--- config.mk ---
export PLATFORM = sky130hd
export DESIGN_NAME = asc_sleep_ctrl
export DESIGN_NICKNAME = d
export VERILOG_FILES = /design/src/rtl/asc_pkg.sv /design/src/rtl/asc_addr_watch.sv /design/src/rtl/asc_stab_count.sv /design/src/rtl/asc_data_hold.sv /design/src/rtl/asc_sleep_ctrl.sv
export SDC_FILE = /design/constraint.sdc
export NUM_CORES = 1
export LEC_CHECK = 0
export ABC_CLOCK_PERIOD_IN_PS = 4100
export BUFFER_PORTS_ARGS = -buffer_cell sky130_fd_sc_hd__buf_2
export CORE_ASPECT_RATIO = 0.7
export CORE_UTILIZATION = 52
export DETAILED_ROUTE_END_ITERATION = 10
export MAX_ROUTING_LAYER = met4
export PLACE_DENSITY = 0.83
export SLEW_MARGIN = 10
export SYNTH_ARGS = -nofsm -noshare
export SYNTH_HDL_FRONTEND = slang
export SYNTH_SLANG_ARGS = --single-unit
--- constraint.sdc ---
create_clock -name clk -period 4.1 [get_ports clk]
set_input_delay 0.615 -clock clk [delete_from_list [all_inputs] [get_ports clk]]
set_output_delay 0.615 -clock clk [all_outputs]
set_load 0.01 [all_outputs]
--- src/rtl/asc_pkg.sv ---
package asc_pkg;
  // Width of a counter that must reach lim without wrapping.
  function automatic int cnt_width(input int lim);
    return (lim < 1) ? 1 : $clog2(lim + 1);
  endfunction
endpackage

--- src/rtl/asc_addr_watch.sv ---
module asc_addr_watch #(
  parameter int ADDR_W = 22,
  parameter int LANE_W = 8
) (
  input  logic              clk,
  input  logic [ADDR_W-1:0] addr,
  output logic [ADDR_W-1:0] addr_q,
  output logic              changed
);
  localparam int LANES = (ADDR_W + LANE_W - 1) / LANE_W;
  localparam int PAD_W = LANES * LANE_W;

  logic [PAD_W-1:0] cur_p, old_p;
  logic [LANES-1:0] lane_diff;

  always_ff @(posedge clk) begin
    addr_q <= addr;
  end

  always_comb begin
    cur_p = '0;
    old_p = '0;
    cur_p[ADDR_W-1:0] = addr;
    old_p[ADDR_W-1:0] = addr_q;
  end

  // Compare the bus in lanes, then reduce.
  for (genvar g = 0; g < LANES; g++) begin : g_lane
    assign lane_diff[g] = |(cur_p[g*LANE_W +: LANE_W] ^ old_p[g*LANE_W +: LANE_W]);
  end

  assign changed = |lane_diff;
endmodule

--- src/rtl/asc_stab_count.sv ---
module asc_stab_count #(
  parameter int ACC_CYC = 14,
  parameter int LIMIT   = 26,
  parameter int CW      = 5
) (
  input  logic          clk,
  input  logic          rst,
  input  logic          restart,
  output logic [CW-1:0] cnt,
  output logic          at_acc,
  output logic          at_lim
);
  localparam logic [CW-1:0] ACC_V = CW'(ACC_CYC);
  localparam logic [CW-1:0] LIM_V = CW'(LIMIT);

  always_ff @(posedge clk) begin
    if (rst || restart) begin
      cnt <= '0;
    end else if (cnt != LIM_V) begin
      cnt <= cnt + 1'b1;
    end
  end

  assign at_acc = (cnt == ACC_V);
  assign at_lim = (cnt == LIM_V);
endmodule

--- src/rtl/asc_data_hold.sv ---
module asc_data_hold #(
  parameter int DATA_W = 16
) (
  input  logic              clk,
  input  logic              rst,
  input  logic              restart,
  input  logic              load,
  input  logic [DATA_W-1:0] rdata,
  output logic [DATA_W-1:0] dout,
  output logic              dvalid
);
  always_ff @(posedge clk) begin
    if (rst) begin
      dout   <= '0;
      dvalid <= 1'b0;
    end else if (restart) begin
      dvalid <= 1'b0;
    end else if (load) begin
      dout   <= rdata;
      dvalid <= 1'b1;
    end
  end
endmodule

--- src/rtl/asc_sleep_ctrl.sv ---
module asc_sleep_ctrl #(
  parameter int ADDR_W     = 22,
  parameter int DATA_W     = 16,
  parameter int ACC_CYC    = 14,
  parameter int MARGIN_CYC = 12
) (
  input  logic              clk,
  input  logic              rst,
  input  logic [ADDR_W-1:0] addr,
  input  logic              sel_n,
  input  logic              oe_n,
  input  logic              we_n,
  input  logic              busy,
  input  logic [DATA_W-1:0] arr_rdata,
  output logic              sleep,
  output logic [DATA_W-1:0] dout,
  output logic              dvalid
);
  localparam int LIMIT = ACC_CYC + MARGIN_CYC;
  localparam int CW    = asc_pkg::cnt_width(LIMIT);

  logic [ADDR_W-1:0] addr_q;
  logic              changed;
  logic              restart;
  logic [CW-1:0]     cnt;
  logic              at_acc;
  logic              at_lim;
  logic              load;
  logic              sleep_q;
  logic              ctl_unused;

  // Bus strobes take no part in the sleep decision.
  assign ctl_unused = sel_n ^ oe_n ^ we_n;

  asc_addr_watch #(.ADDR_W(ADDR_W)) u_watch (
    .clk     (clk),
    .addr    (addr),
    .addr_q  (addr_q),
    .changed (changed)
  );

  assign restart = changed | busy;
  assign load    = ~restart & at_acc;

  asc_stab_count #(.ACC_CYC(ACC_CYC), .LIMIT(LIMIT), .CW(CW)) u_count (
    .clk     (clk),
    .rst     (rst),
    .restart (restart),
    .cnt     (cnt),
    .at_acc  (at_acc),
    .at_lim  (at_lim)
  );

  asc_data_hold #(.DATA_W(DATA_W)) u_hold (
    .clk     (clk),
    .rst     (rst),
    .restart (restart),
    .load    (load),
    .rdata   (arr_rdata),
    .dout    (dout),
    .dvalid  (dvalid)
  );

  always_ff @(posedge clk) begin
    if (rst) begin
      sleep_q <= 1'b0;
    end else begin
      sleep_q <= ~restart & at_lim;
    end
  end

  assign sleep = sleep_q;
endmodule

==> summary.md <==
| Metric | Value |
|---|---|
| Status | `finished, final reports clean` |
| Maximum VDD drop | `0.292 mV` |
| Later-pin clock latency in the skew report | `0.28 ns` |
| Final setup vio count | `0` |
| Overall via count from detail_route | `1185` |
| IO Pins | `62` |
| Post-route minimum period | `2.04 ns` |
| Nets | `258` |
| Mapped cell area | `0.00169 mm²` |
| TritonCTS clock tree | `yes` |
| Post-DRT Antenna Nets | `0` |
| CP arrival | `2.23 ns` |
| DR WL/cell | `11.9 µm` |
| Critical path capture point type | `flip-flop` |
| Max_cap viols | `0` |
| GRT Util Overall | `19.0%` |
| Setup ws final | `2.06 ns` |
| Pwr dens | `367 mW/mm²` |
| Setup Skew | `0.00316 ns` |
| Syn nets | `197` |
| Core area | `0.00294 mm²` |
| Synth area leaders | `dfxtp_1, nand2b_1, xor2_1` |
| Total Wirelength | `2.96 mm` |
| Largest net degree at the start of global routing | `34` |
| Req. time, crit path | `4.30 ns` |
| Post-synth top area cell | `dfxtp_1` |
| Yosys Warn Count | `0` |
| H-tree levels | `2` |
| Chip Height | `49.7 µm` |
| Post-Syn Instances | `151` |
| Number of diodes | `0` |
| Worst hold-check path type | `reg -> reg` |
| Number of port buffers | `58` |
| Vias in the first global route | `1212` |
| Post-CTS Repair Setup Buffers | `0` |
| # DRC | `0` |
| Leakage | `0.922 nW` |
| Root Buffer | `clkbuf_8` |
| Detailed Routing Iterations Pass 1 | `4` |
| Row count | `16` |
| Post-synthesis sequential area ratio | `53.4%` |
| GR Overflow Total | `0` |
| Fraction of layout cells with a size suffix above 1 | `31.1%` |
| Setup CP Type | `in -> reg` |
| Clock sink count | `45` |
| Via/cell ratio | `4.78` |
| Final Hold Viols | `0` |
| Fin Setup TNS | `0 ns` |
| Max-Slew Margin vs Limit | `76.0%` |
| Post-synthesis register bit count | `45` |
| Share of the synthesized area in the top cell type | `53.4%` |
| Worst Tran Pin Value | `0.360 ns` |
| Post-place setup slack | `1.75 ns` |
| Die Wd | `70.1 µm` |
| Area grow syn2layout | `23.9%` |
| Clock buffer count from CTS | `5` |
| Avg Synthesized Cell Area | `11.2 µm²` |
| Final core area utilization | `71.0%` |
| Unrepaired setup endpoints after global routing | `no` |
| Starting Density | `57.4%` |
| Placed wire-length estimate | `2.31 mm` |
| Slew Viols, Final | `0` |
| Max Buffers Root-to-Sink | `2` |
| Detailed router's first-iteration violation count | `49` |
| CP Max Fanout | `7` |
| Post-CTS resize count | `0` |
| Max Clock Freq | `491 MHz` |
| Yosys cell types | `19` |
| # hold bufs at CTS | `0` |
| Reg clk slew, reported paths | `0.07 ns` |
| Global-route wire length before repair | `5.08 mm` |
| Period utilization | `49.7%` |
| GP Congestion | `0.708` |
| Antenna violations before repair | `0` |
| Area of the die | `0.00348 mm²` |
| Startpoint types | `input pin` |
## per-layer routing
layer	part of all wire (%)	global-route usage, %
met3	6.7	6.75
met4	0.27	4.33
met5	0	-
met2	48	33.0
met1	45	21.1
## final timing paths
| kind | slack (ns) | start | cells after the start | to |
|---|---|---|---|---|
| setup / recovery | 2.06 | addr[20] | 6 | u_count.cnt[1] |
| hold / removal | 0.45 | u_hold.dvalid | 2 | u_hold.dvalid |
| setup reg to reg | 2.18 | u_watch.addr_q[20] | 5 | u_count.cnt[1] |
| hold reg to reg | 0.45 | u_hold.dvalid | 2 | u_hold.dvalid |
## Yosys cell counts (all sizes together)
| cell type | number |
|---|---|
| mux2i | 16 |
| a21oi | 1 |
| nand3 | 2 |
| nor2 | 6 |
| clkbuf | 4 |
| nor4 | 6 |
| nand4 | 1 |
| xor2 | 22 |
| inv | 2 |
| nand4b | 2 |
| xnor2 | 4 |
| buf | 1 |
| nand2 | 3 |
| a211oi | 1 |
| ha | 2 |
| nand2b | 32 |
| dfxtp | 45 |
| or4 | 1 |
## registers in the layout, indices dropped and copies added, names as in the netlist
name / count
u_watch.addr_q: 22
u_hold.dvalid: 1
sleep: 1
u_count.cnt: 5
u_hold.dout: 16
## area by class of cell
class	count	area [µm²]
Clock buffer	7	86.3
Inverter	2	7.51
Timing Repair Buffer	59	298
Multi-Input combinational cell	99	753
Sequential cell	45	901
Tap cell	36	45.0
Fill cell	238	852
## worst max-delay path, stage by stage
cell and delay [ns]:
buf_2 0.11, xor2_1 0.13, nor4_1 0.31, nand2_1 0.17, or4_1 0.67, a211oi_1 0.22
## cells in the final DEF (no fill, tap or decap)
master | netlist | routed
clkbuf_1 | 4 | 1
a21oi_1 | 1 | 1
nor4_1 | 5 | 5
or4_1 | 1 | 1
nor2_1 | 6 | 6
nand2b_1 | 32 | 32
dfxtp_1 | 45 | 45
buf_2 | 0 | 58
buf_4 | 0 | 1
nand4_1 | 1 | 1
ha_1 | 2 | 2
nand3_1 | 2 | 2
nand4b_1 | 2 | 2
a211oi_1 | 1 | 1
nand2_1 | 3 | 3
nor4_4 | 1 | 1
mux2i_1 | 16 | 16
clkbuf_8 | 0 | 6
inv_1 | 2 | 2
xor2_1 | 22 | 22
xnor2_1 | 4 | 4
## logic make-up (layout without fill, tap and decap cells)
kind of cell	count (synthesis)	in the layout	share of synthesized area [%]
XOR/XNOR	26	26	13.5
multiplexers	16	16	9.49
AO/OA/AOI/OAI	2	2	0.741
adder cells (fa/ha/maj)	2	2	1.48
AND/OR/NAND/NOR	53	53	19.4
flip-flops	45	45	53.4
buffers and inverters	7	68	2.00
## stage by stage
stage          total power, W  hold WS (ns)  cell area (µm²)  instances
2_1_floorplan        0.000489         0.470             1690        151
3_3_place_gp         0.000512         0.439             2000        241
3_5_place_dp         0.000516         0.445             2000        241
4_1_cts              0.000777         0.445             2090        248
5_1_grt              0.000805         0.434             2090        248
6_report             0.000768         0.454             2090        248
## power breakdown
part / internal, W / total, W / switching, W
Sequential: 0.000448 / 0.000453 / 0.00000452
Clock: 0.000134 / 0.000263 / 0.000130
Combinational: 0.0000303 / 0.0000519 / 0.0000215
No activity file was read; power rests on OpenSTA's default activity.
